File: src/rtl/pit_pkg.sv
package pit_pkg;

    typedef enum logic [1:0] {
        ACC_SNAP = 2'b00,
        ACC_LO   = 2'b01,
        ACC_HI   = 2'b10,
        ACC_LOHI = 2'b11
    } acc_e;

    typedef enum logic {
        KIND_ONESHOT = 1'b0,
        KIND_RATE    = 1'b1
    } kind_e;

    typedef enum logic [2:0] {
        ST_IDLE  = 3'd0,
        ST_ARMED = 3'd1,
        ST_FIRE  = 3'd2,
        ST_SPENT = 3'd3,
        ST_CYCLE = 3'd4
    } chan_st_e;

    typedef struct packed {
        logic [1:0] sel;
        acc_e       acc;
        logic [2:0] mode;
        logic       dec;
    } cword_t;

    localparam logic [2:0] MODE_CODE_ONESHOT = 3'b001;
    localparam logic [2:0] MODE_CODE_RATE    = 3'b010;

endpackage

File: src/rtl/pit_downstep.sv
module pit_downstep #(
    parameter int NDIG = 4,
    localparam int CW  = 4 * NDIG
) (
    input  logic [CW-1:0] val_i,
    input  logic          dec_i,
    output logic [CW-1:0] nxt_o
);
    localparam logic [CW-1:0] ONE = CW'(1);

    logic [NDIG:0]   brw;
    logic [CW-1:0]   dec_val;

    assign brw[0] = 1'b1;

    for (genvar g = 0; g < NDIG; g++) begin : g_digit
        logic [3:0] dig;
        assign dig = val_i[4*g +: 4];
        assign dec_val[4*g +: 4] = brw[g] ? ((dig == 4'd0) ? 4'd9 : dig - 4'd1) : dig;
        assign brw[g+1] = brw[g] & (dig == 4'd0);
    end

    assign nxt_o = dec_i ? dec_val : (val_i - ONE);

    always_comb begin
        if (dec_i && val_i == '0) begin
            assert_bcd_wrap_R8: assert (nxt_o == {NDIG{4'd9}})
                else $error("decimal wrap from zero wrong");
        end
    end

endmodule

File: src/rtl/pit_bus_decode.sv
module pit_bus_decode
    import pit_pkg::*;
#(
    parameter int NCH = 3,
    parameter int DW  = 8
) (
    input  logic          cs_n,
    input  logic          rd_n,
    input  logic          wr_n,
    input  logic [1:0]    addr,
    input  logic [DW-1:0] wdata,
    output cword_t        cw_o,
    output logic [NCH-1:0] cw_we_o,
    output logic [NCH-1:0] dat_we_o,
    output logic [NCH-1:0] rd_stb_o
);
    localparam logic [1:0] CTRL_ADDR = 2'b11;

    logic wr_act, rd_act;

    assign wr_act = !cs_n && !wr_n;
    assign rd_act = !cs_n && !rd_n;
    assign cw_o   = cword_t'(wdata);

    for (genvar g = 0; g < NCH; g++) begin : g_sel
        assign cw_we_o[g]  = wr_act && (addr == CTRL_ADDR) && (cw_o.sel == 2'(g));
        assign dat_we_o[g] = wr_act && (addr == 2'(g));
        assign rd_stb_o[g] = rd_act && (addr == 2'(g));
    end

endmodule

File: src/rtl/pit_channel.sv
module pit_channel
    import pit_pkg::*;
#(
    parameter int NDIG = 4,
    parameter int DW   = 8,
    localparam int CW  = 4 * NDIG
) (
    input  logic          clk,
    input  logic          rst_n,
    input  logic          tick_i,
    input  logic          gate_i,
    input  logic          cw_we_i,
    input  cword_t        cw_i,
    input  logic          wr_we_i,
    input  logic [DW-1:0] wr_data_i,
    input  logic          rd_stb_i,
    output logic [DW-1:0] rd_byte_o,
    output logic          out_o
);
    localparam logic [CW-1:0] ONE = CW'(1);

    chan_st_e      st_q, st_d;
    kind_e         kind_q;
    acc_e          acc_q;
    logic          dec_q;
    logic [CW-1:0] count_q, reload_q, latch_q;
    logic [DW-1:0] lo_stage_q;
    logic          held_q, wr_hi_q, rd_hi_q, out_q, gate_q;

    logic [CW-1:0] dec_nxt, cycle_nxt, load_val, src;
    logic          cw_prog, snap_cmd, load_go, gate_rise, mode_ok;

    pit_downstep #(.NDIG(NDIG)) u_step (
        .val_i (count_q),
        .dec_i (dec_q),
        .nxt_o (dec_nxt)
    );

    assign mode_ok   = (cw_i.mode == MODE_CODE_ONESHOT) || (cw_i.mode == MODE_CODE_RATE);
    assign cw_prog   = cw_we_i && (cw_i.acc != ACC_SNAP) && mode_ok;
    assign snap_cmd  = cw_we_i && (cw_i.acc == ACC_SNAP);
    assign gate_rise = gate_i && !gate_q;
    assign cycle_nxt = (count_q == ONE) ? reload_q : dec_nxt;

    always_comb begin
        load_go  = 1'b0;
        load_val = reload_q;
        unique case (acc_q)
            ACC_LO:   begin load_go = wr_we_i; load_val = {{DW{1'b0}}, wr_data_i}; end
            ACC_HI:   begin load_go = wr_we_i; load_val = {wr_data_i, {DW{1'b0}}}; end
            ACC_LOHI: begin load_go = wr_we_i && wr_hi_q; load_val = {wr_data_i, lo_stage_q}; end
            default:  begin load_go = 1'b0; end
        endcase
    end

    // next state
    always_comb begin
        st_d = st_q;
        if (cw_prog) begin
            st_d = ST_IDLE;
        end else if (load_go) begin
            st_d = (kind_q == KIND_RATE) ? ST_CYCLE : ST_ARMED;
        end else begin
            unique case (st_q)
                ST_IDLE, ST_CYCLE:  st_d = st_q;
                ST_ARMED, ST_SPENT: if (gate_rise) st_d = ST_FIRE;
                ST_FIRE:            if (!gate_rise && tick_i && dec_nxt == '0) st_d = ST_SPENT;
                default:            st_d = ST_IDLE;
            endcase
        end
    end

    // state register
    always_ff @(posedge clk or negedge rst_n) begin
        if (!rst_n) st_q <= ST_IDLE;
        else        st_q <= st_d;
    end

    // output line
    always_ff @(posedge clk or negedge rst_n) begin
        if (!rst_n) begin
            out_q <= 1'b1;
        end else if (cw_prog || load_go) begin
            out_q <= 1'b1;
        end else begin
            unique case (st_q)
                ST_ARMED, ST_SPENT: if (gate_rise) out_q <= 1'b0;
                ST_FIRE: begin
                    if (gate_rise)                       out_q <= 1'b0;
                    else if (tick_i && dec_nxt == '0)    out_q <= 1'b1;
                end
                ST_CYCLE: if (tick_i && gate_i) out_q <= (cycle_nxt != ONE);
                default: out_q <= out_q;
            endcase
        end
    end

    // counter datapath
    always_ff @(posedge clk or negedge rst_n) begin
        if (!rst_n) begin
            count_q  <= '0;
            reload_q <= '0;
            gate_q   <= 1'b0;
        end else begin
            gate_q <= gate_i;
            if (cw_prog) begin
                count_q <= count_q;
            end else if (load_go) begin
                reload_q <= load_val;
                if (kind_q == KIND_RATE) count_q <= load_val;
            end else begin
                unique case (st_q)
                    ST_ARMED: if (gate_rise) count_q <= reload_q;
                    ST_FIRE, ST_SPENT: begin
                        if (gate_rise)   count_q <= reload_q;
                        else if (tick_i) count_q <= dec_nxt;
                    end
                    ST_CYCLE: if (tick_i && gate_i) count_q <= cycle_nxt;
                    default: count_q <= count_q;
                endcase
            end
        end
    end

    // host-side configuration, byte steering and snapshot
    always_ff @(posedge clk or negedge rst_n) begin
        if (!rst_n) begin
            kind_q     <= KIND_ONESHOT;
            acc_q      <= ACC_LOHI;
            dec_q      <= 1'b0;
            wr_hi_q    <= 1'b0;
            rd_hi_q    <= 1'b0;
            held_q     <= 1'b0;
            latch_q    <= '0;
            lo_stage_q <= '0;
        end else if (cw_prog) begin
            kind_q  <= (cw_i.mode == MODE_CODE_RATE) ? KIND_RATE : KIND_ONESHOT;
            acc_q   <= cw_i.acc;
            dec_q   <= cw_i.dec;
            wr_hi_q <= 1'b0;
            rd_hi_q <= 1'b0;
            held_q  <= 1'b0;
        end else begin
            if (snap_cmd && !held_q) begin
                latch_q <= count_q;
                held_q  <= 1'b1;
            end
            if (wr_we_i && acc_q == ACC_LOHI) begin
                if (!wr_hi_q) lo_stage_q <= wr_data_i;
                wr_hi_q <= !wr_hi_q;
            end
            if (rd_stb_i) begin
                if (acc_q == ACC_LOHI) begin
                    rd_hi_q <= !rd_hi_q;
                    if (rd_hi_q) held_q <= 1'b0;
                end else begin
                    held_q <= 1'b0;
                end
            end
        end
    end

    assign src       = held_q ? latch_q : count_q;
    assign rd_byte_o = (acc_q == ACC_HI || (acc_q == ACC_LOHI && rd_hi_q)) ? src[CW-1:DW] : src[DW-1:0];
    assign out_o     = out_q;

    assert_idle_out_high_R1: assert property (@(posedge clk) disable iff (!rst_n)
        (st_q == ST_IDLE) |-> out_q);

    assert_low_only_at_one_R5: assert property (@(posedge clk) disable iff (!rst_n)
        (st_q == ST_CYCLE && !out_q) |-> (count_q == ONE));

    assert_gate_halts_R6: assert property (@(posedge clk) disable iff (!rst_n)
        (st_q == ST_CYCLE && !gate_i && !cw_we_i && !wr_we_i) |=> $stable(count_q));

    assert_trigger_low_R7: assert property (@(posedge clk) disable iff (!rst_n)
        ((st_q == ST_ARMED || st_q == ST_FIRE || st_q == ST_SPENT) && gate_rise && !cw_we_i && !wr_we_i)
        |=> !out_q);

    assert_spent_high_R7: assert property (@(posedge clk) disable iff (!rst_n)
        (st_q == ST_SPENT) |-> out_q);

    assert_snap_hold_R9: assert property (@(posedge clk) disable iff (!rst_n)
        (held_q && !rd_stb_i && !cw_we_i) |=> (held_q && $stable(latch_q)));

endmodule

File: src/rtl/interval_timer3.sv
module interval_timer3
    import pit_pkg::*;
#(
    parameter int NCH  = 3,
    parameter int NDIG = 4,
    parameter int DW   = 8
) (
    input  logic           clk,
    input  logic           rst_n,
    input  logic           cs_n,
    input  logic           rd_n,
    input  logic           wr_n,
    input  logic [1:0]     addr,
    input  logic [DW-1:0]  wdata,
    output logic [DW-1:0]  rdata,
    input  logic [NCH-1:0] cnt_tick,
    input  logic [NCH-1:0] gate,
    output logic [NCH-1:0] tout
);
    cword_t         cw;
    logic [NCH-1:0] cw_we, dat_we, rd_stb;
    logic [DW-1:0]  rd_byte [NCH];

    pit_bus_decode #(.NCH(NCH), .DW(DW)) u_dec (
        .cs_n     (cs_n),
        .rd_n     (rd_n),
        .wr_n     (wr_n),
        .addr     (addr),
        .wdata    (wdata),
        .cw_o     (cw),
        .cw_we_o  (cw_we),
        .dat_we_o (dat_we),
        .rd_stb_o (rd_stb)
    );

    for (genvar g = 0; g < NCH; g++) begin : g_ch
        pit_channel #(.NDIG(NDIG), .DW(DW)) u_ch (
            .clk       (clk),
            .rst_n     (rst_n),
            .tick_i    (cnt_tick[g]),
            .gate_i    (gate[g]),
            .cw_we_i   (cw_we[g]),
            .cw_i      (cw),
            .wr_we_i   (dat_we[g]),
            .wr_data_i (wdata),
            .rd_stb_i  (rd_stb[g]),
            .rd_byte_o (rd_byte[g]),
            .out_o     (tout[g])
        );
    end

    always_comb begin
        rdata = '0;
        if (!cs_n && !rd_n) begin
            for (int i = 0; i < NCH; i++) begin
                if (addr == 2'(i)) rdata = rd_byte[i];
            end
        end
    end

    assert_ctrl_read_zero_R2: assert property (@(posedge clk) disable iff (!rst_n)
        (!cs_n && !rd_n && addr == 2'b11) |-> (rdata == '0));

endmodule

File: config.mk
export PLATFORM = sky130hd
export DESIGN_NAME = interval_timer3
export DESIGN_NICKNAME = d
export VERILOG_FILES = /design/src/rtl/pit_pkg.sv /design/src/rtl/pit_downstep.sv /design/src/rtl/pit_bus_decode.sv /design/src/rtl/pit_channel.sv /design/src/rtl/interval_timer3.sv
export SDC_FILE = /design/constraint.sdc
export NUM_CORES = 1
export LEC_CHECK = 0
export BUFFER_PORTS_ARGS = -buffer_cell sky130_fd_sc_hd__buf_2
export CORE_UTILIZATION = 52
export CTS_BUF_LIST = sky130_fd_sc_hd__clkbuf_8
export CTS_CLUSTER_SIZE = 8
export DETAILED_ROUTE_END_ITERATION = 12
export GPL_TIMING_DRIVEN = 0
export HOLD_SLACK_MARGIN = 0.03
export PLACE_DENSITY = 0.73
export SLEW_MARGIN = 20
export SYNTH_ARGS = -nofsm -noshare
export SYNTH_HDL_FRONTEND = slang
export SYNTH_SLANG_ARGS = --single-unit
File: constraint.sdc
create_clock -name clk -period 9 [get_ports clk]
set_input_delay 0.9 -clock clk [delete_from_list [all_inputs] [get_ports clk]]
set_output_delay 0.9 -clock clk [all_outputs]
set_load 0.02 [all_outputs]
==> results of run 1 <==
[path summary, 6_finish.rpt]
kind                                               start                        to  slack [ns]  cells after the start
worst max-delay path               g_ch[0].u_ch.acc_q[0]                  rdata[3]        4.92                      9
worst max register to register   g_ch[0].u_ch.count_q[0]      g_ch[0].u_ch.st_q[0]        5.31                     11
max in group asynchronous                          rst_n     g_ch[1].u_ch.acc_q[0]        7.56                      3
min in group clk                g_ch[2].u_ch.reload_q[1]  g_ch[2].u_ch.reload_q[1]        0.49                      1
worst min register to register  g_ch[2].u_ch.reload_q[1]  g_ch[2].u_ch.reload_q[1]        0.49                      1
worst min-delay path                               rst_n   g_ch[2].u_ch.latch_q[9]        0.26                      1
[sequential cells by signal (all words and copies together), names as in the netlist]
name                  flops
g_ch.u_ch.acc_q           6
g_ch.u_ch.gate_q          3
g_ch.u_ch.st_q            9
g_ch.u_ch.out_o           3
g_ch.u_ch.held_q          3
g_ch.u_ch.kind_q          3
g_ch.u_ch.reload_q       48
g_ch.u_ch.wr_hi_q         3
g_ch.u_ch.rd_hi_q         3
g_ch.u_ch.lo_stage_q     24
g_ch.u_ch.dec_q           3
g_ch.u_ch.latch_q        48
g_ch.u_ch.count_q        48
[synthesized netlist by cell type (all sizes together) (4+ instances only)]
library cell	count	share of area (%)
nor3	40	1.7
nor2	92	2.9
mux2i	22	1.8
nand2b	10	0.52
nor2b	7	0.37
a211oi	14	0.88
a311oi	4	0.29
a22o	25	1.8
a22oi	33	2.1
o21ai	100	4.2
o21a	4	0.25
mux4	24	4.5
or2	11	0.57
dfrtp	195	41
nor4b	4	0.34
mux2	85	8.0
dfstp	9	2.0
ha	21	2.2
nand4	10	0.52
nor4	33	1.9
or3	10	0.52
nand3b	5	0.31
xnor2	13	0.95
clkbuf	76	2.4
and2	4	0.21
buf	22	1.0
o31ai	14	0.88
a21o	21	1.3
nor3b	8	0.54
and3	4	0.21
a21oi	89	3.7
nand2	126	4.0
xor2	7	0.51
inv	24	0.75
a31oi	12	0.63
or4	8	0.56
nand3	16	0.67
or3b	5	0.37
[critical path, cell delays in order, from the launching register on]
cell	delay, ns
dfstp_2	0.56
inv_1	0.07
ha_1	0.21
a21oi_2	0.50
mux4_2	0.61
mux2i_1	0.21
nor2_1	0.07
a21oi_1	0.14
nor2_1	0.09
buf_2	0.19
[kinds of logic after synthesis]
| kind of cell | after synthesis | share of synthesized area (%) |
|---|---|---|
| buffers and inverters | 122 | 4.16 |
| AOI/OAI and AO/OA | 348 | 18.4 |
| DFF | 204 | 42.7 |
| adders and majority gates | 21 | 2.19 |
| xor gates and xnor gates | 20 | 1.46 |
| and+or+nand+nor | 400 | 16.7 |
| muxes | 131 | 14.3 |
[layer usage]
| metal | GRT usage [%] | share of wire (%) |
|---|---|---|
| met5 | 0 | 0 |
| met3 | 5.10 | 7.5 |
| met2 | 47.8 | 46 |
| met1 | 42.3 | 44 |
| met4 | 9.38 | 2.7 |
[cell type report]
class | instances | share of cell area, %
Tap cell | 285 | 2.68
Sequential cell | 204 | 38.4
Buffer | 98 | 3.06
Clock buffer | 46 | 4.76
Clock inverter | 20 | 0.837
Inverter | 24 | 0.677
Multi-Input combinational cell | 920 | 48.0
Timing Repair Buffer | 30 | 1.54
[power groups by stage]
| stage | clock (uW) | sequential (uW) | combinational [uW] |
|---|---|---|---|
| after floorplan | 0 | 1400 | 1380 |
| after global routing | 942 | 1540 | 2060 |
| after global placement | 0 | 1500 | 1800 |
| after CTS | 903 | 1500 | 1850 |
| final | 889 | 1510 | 1880 |
| after detailed placement | 0 | 1510 | 1840 |
[stage by stage]
| stage | std cells | area, sq um | setup slack (ns) | total power, uW |
|---|---|---|---|---|
| after detailed placement | 1561 | 12500 | 4.84 | 3350 |
| after floorplan | 1246 | 12000 | 5.74 | 2790 |
| after global routing | 1627 | 13300 | 4.78 | 4540 |
| after CTS | 1627 | 13300 | 4.54 | 4250 |
| after global placement | 1559 | 12500 | 3.54 | 3300 |
| final | 1627 | 13300 | 4.92 | 4280 |
==> flow_metrics.env, run 1 <==
export IMPL_vias=10400
export IMPL_drtAntennaViolNets=0
export IMPL_path_clk_slew_ns=0.06
export IMPL_hpwl_mm=25.3
export IMPL_io_pins=32
export IMPL_cts_hold_buffers_added=0
export IMPL_power_frac_seq_pct=35.3
export IMPL_cap_viol_max_count=0
export IMPL_ys_warnings_count=0
export IMPL_total_leakage_power_uw=0.00587
export IMPL_finClkSkew_ns=0.0330
export IMPL_cts_root_buf="clkbuf_8"
export IMPL_start_kind="register"
export IMPL_clk_path_buf_depth=3
export IMPL_final_common_cell="dfrtp_1"
export IMPL_syn_num_nets=1288
export IMPL_tightest_slew_ns=1.10
export IMPL_multi_input_comb_area_sq_um=6390
export IMPL_synthFlopType="dfrtp_1"
export IMPL_viasPerCell=6.38
export IMPL_switchingPower_uw=1790
export IMPL_ctsResizeCount=0
export IMPL_start_util_pct=52.9
export IMPL_slew_viol_final=0
export IMPL_worstPathRequired_ns=8.10
export IMPL_status="completed"
export IMPL_crit_arrival_ns=3.18
export IMPL_end_kind="output port"
export IMPL_die_y_um=154
export IMPL_io_buffers=28
export IMPL_critical_path_class="register to output port"
export IMPL_postSynthCellCount=1246
export IMPL_dieArea_sq_um=23600
export IMPL_ys_types=74
export IMPL_synth_seq_cells=204
export IMPL_rows=55
export IMPL_drive_above_1_share_pct=18.6
export IMPL_synth_edf_count=0
export IMPL_globalplace_congestion=0.941
export IMPL_grt_overflow=0
export IMPL_firstDrtPassIters=7
export IMPL_combPwrFrac_pct=43.9
export IMPL_grt_total_usage_pct=30.1
export IMPL_grt_pass1_wl_mm=55.8
export IMPL_clk_latency_ns=0.55
export IMPL_drc=0
export IMPL_cts_buffers=38
export IMPL_fin_setup_tns_ns=0
export IMPL_relSlewSlack_pct=25.8
export IMPL_pwr_share_clk_pct=20.8
export IMPL_yosysSeqAreaShare_pct=42.7
export IMPL_routedWlPerCell_um=21.4
export IMPL_post_route_util_pct=58.8
export IMPL_coreArea_sq_um=22600
export IMPL_antenna_cells=0
export IMPL_period_share_pct=45.3
export IMPL_fillers=1973
export IMPL_hold_slack_ns=0.258
export IMPL_finalNetCount=1358
export IMPL_hold_class="input pin to asynchronous set/reset pin"
export IMPL_layout_min_cycle_time_ns=4.08
export IMPL_max_freq_ghz=0.245
export IMPL_numClockSinks=204
export IMPL_grt_max_degree=91
export IMPL_hold_viol=0
export IMPL_fp_dieW_um=154
export IMPL_intPower_uw=2490
export IMPL_routed_wl_mm=34.8
export IMPL_mostFrequentLayoutCells="dfrtp_1 (195), nand2_1 (126), o21ai_0 (99)"
export IMPL_setup_viol=0
export IMPL_post_cts_setup_buffers=0
export IMPL_syn_area_sq_um=12000
export IMPL_grt_pass1_vias=9985
export IMPL_power_density_nw_per_um2=322
export IMPL_postSynthAreaPerCell_sq_um=9.61
export IMPL_tritoncts="done"
export IMPL_seq_area_sq_um=5120
export IMPL_rsz0062_at_grt="no"
export IMPL_drt_iter0_drc=1199
export IMPL_switching_share_pct=41.9
export IMPL_cp_max_fo=8
export IMPL_cts_max_level=2
export IMPL_async_reset_ff_share_pct=100
export IMPL_grt_antenna_before_repair=0
export IMPL_area_growth_pct=11.2
export IMPL_ir_worst_vdd_uv=194
Note: power is estimated with default switching activity, not from simulation.
==> inputs of run 2 (changes only) <==
clock period = 4.2 ns   (was 9 ns; I/O delays follow)
==> flow_metrics.env, run 2 (synthesized netlist as in run 1, its figures left out) <==
export IMPL_fillers=1971
export IMPL_r2r_end="g_ch[0].u_ch.st_q[0]"
export IMPL_cp_top_family="simple AND/OR/NAND/NOR gates"
export IMPL_top_regs="g_ch.u_ch.count_q: 48 flops, g_ch.u_ch.latch_q: 48 flops, g_ch.u_ch.reload_q: 48 flops"
export IMPL_crit_buf_inv=2
export IMPL_start_util_pct=52.9
export IMPL_total_leakage_power_uw=0.00589
export IMPL_io_buffers=28
export IMPL_r2r_slack_ns=0.54
export IMPL_stdcell_count=1631
export IMPL_switchingPower_uw=3850
export IMPL_grt_pass1_wl_mm=55.9
export IMPL_coreArea_sq_um=22600
export IMPL_grt_max_degree=91
export IMPL_routed_wl_mm=34.9
export IMPL_intPower_uw=5340
export IMPL_power_density_nw_per_um2=688
export IMPL_tightest_slew_ns=1.11
export IMPL_hp_start="rd_n"
export IMPL_firstDrtPassIters=8
export IMPL_slowest_stage="or4_1"
export IMPL_mostFrequentLayoutCells="dfrtp_1 (195), nand2_1 (126), o21ai_0 (99)"
export IMPL_area_growth_pct=11.5
export IMPL_globalplace_congestion=0.941
export IMPL_vias=10500
export IMPL_drtAntennaViolNets=0
export IMPL_io_pins=32
export IMPL_ff2ff_path_depth=11
export IMPL_cp_cell_sequence="inv_1 > ha_1 > nor4bb_1 > clkbuf_1 > a22oi_1 > or3_1 > a22o_1 > or4_1 > nor3_2 > a211o_1 > nor3b_2"
export IMPL_min_to="g_ch[1].u_ch.rd_hi_q"
export IMPL_antenna_cells=0
export IMPL_clk_path_buf_depth=3
export IMPL_rsz0062_at_grt="no"
export IMPL_tritoncts="done"
export IMPL_final_common_cell="dfrtp_1"
export IMPL_drc=0
export IMPL_grt_antenna_before_repair=0
export IMPL_cp_slowest_stage_delay_ns=0.54
export IMPL_power_total_uw=9190
export IMPL_numClockSinks=204
export IMPL_path_clk_slew_ns=0.06
export IMPL_hold_viol=0
export IMPL_r2r_start="g_ch[0].u_ch.count_q[0]"
export IMPL_cap_viol_max_count=0
export IMPL_setup_viol=0
export IMPL_worstPathRequired_ns=4.66
export IMPL_grt_overflow=0
export IMPL_finClkSkew_ns=0.0323
export IMPL_layout_min_cycle_time_ns=3.66
export IMPL_cts_buffers=38
export IMPL_end_kind="register"
export IMPL_slew_viol_final=0
export IMPL_cts_max_level=2
export IMPL_hold_depth=4
export IMPL_clk_latency_ns=0.55
export IMPL_combPwrFrac_pct=44.0
export IMPL_critical_path_class="register to register"
export IMPL_cts_root_buf="clkbuf_8"
export IMPL_dieArea_sq_um=23600
export IMPL_ctsResizeCount=0
export IMPL_start_kind="register"
export IMPL_die_y_um=154
export IMPL_crit_arrival_ns=4.11
export IMPL_max_freq_ghz=0.273
export IMPL_drive_above_1_share_pct=18.6
export IMPL_pwr_share_clk_pct=20.7
export IMPL_grt_pass1_vias=9997
export IMPL_hpwl_mm=25.3
export IMPL_dp_cells=1561
export IMPL_power_frac_seq_pct=35.3
export IMPL_finalNetCount=1362
export IMPL_status="completed"
export IMPL_grt_total_usage_pct=30.1
export IMPL_fp_dieW_um=154
export IMPL_switching_share_pct=41.9
export IMPL_routedWlPerCell_um=21.4
export IMPL_period_share_pct=87.1
export IMPL_relSlewSlack_pct=25.8
export IMPL_rows=55
export IMPL_drt_iter0_drc=1121
export IMPL_ir_worst_vdd_uv=416
export IMPL_viasPerCell=6.42
export IMPL_cp_max_fo=9
export IMPL_hold_class="input pin to register"
-- run 2: cell count changes in the layout (fill, tap and decap cells not counted) --
cell and delta:
dlygate4sd3_1 +4
-- run 2: worst min-delay path, cell delays in order --
cell and delay, ns:
buf_2 0.12, or2_2 0.14, or3_1 0.10, a21oi_1 0.06
-- run 2: timing repair --
item | in CTS | in global routing
hold buffers | 4 | 0
buffers inserted | 0 | 0
endpoints found under the hold margin | 45 | 0
-- run 2: worst max-delay path by stage --
| stage | end | start | cells after the start | slack (ns) |
|---|---|---|---|---|
| floorplan | g_ch[0].u_ch.st_q[0] | g_ch[0].u_ch.count_q[0] | 11 | 1.25 |
| global placement | g_ch[1].u_ch.latch_q[0] | rst_n | 1 | -0.78 |
| detailed placement | g_ch[1].u_ch.count_q[11] | cs_n | 10 | 0.52 |
| CTS | rdata[3] | g_ch[0].u_ch.acc_q[0] | 9 | 0.22 |
| global route | g_ch[1].u_ch.count_q[9] | g_ch[1].u_ch.count_q[7] | 10 | 0.33 |
| finish | g_ch[0].u_ch.st_q[0] | g_ch[0].u_ch.count_q[0] | 11 | 0.54 |
-- run 2: cell type report --
type / count / area [sq um] / area share, %
Buffer: 98 / 408 / 3.06
Clock buffer: 46 / 633 / 4.74
Clock inverter: 20 / 111 / 0.834
Inverter: 24 / 90.1 / 0.675
Multi-Input combinational cell: 920 / 6390 / 47.9
Sequential cell: 204 / 5120 / 38.3
Tap cell: 285 / 357 / 2.67
Timing Repair Buffer: 34 / 245 / 1.84
-- run 2: routing by layer --
layer  track usage, %  vias to the layer above  part of all wire [%]
li1                 -                     4758                     -
met1             42.3                     5190                    43
met2             47.8                      443                    46
met3             5.10                       75                   7.7
met4             9.38                        0                   2.6
met5                0                        -                     0
-- run 2: power by group through the flow --
stage | sequential [uW] | combinational [uW] | clock [uW]
floorplan | 3010 | 2960 | 0
finish | 3240 | 4040 | 1910
CTS | 3210 | 3960 | 1930
detailed placement | 3240 | 3930 | 0
global route | 3310 | 4410 | 2020
global placement | 3210 | 3860 | 0
-- run 2: through the flow --
stage	hold slack (ns)	setup slack, ns	TNS [ns]	instance area (sq um)	utilization, %
after floorplan	0.124	1.25	0	12000	-
after global placement	0.472	-0.777	-147.63	12500	55.1
after detailed placement	0.339	0.525	0	12500	55.4
after CTS	0.316	0.221	0	13300	58.8
after global routing	0.349	0.328	0	13300	59.0
final	0.334	0.542	0	13300	59.0
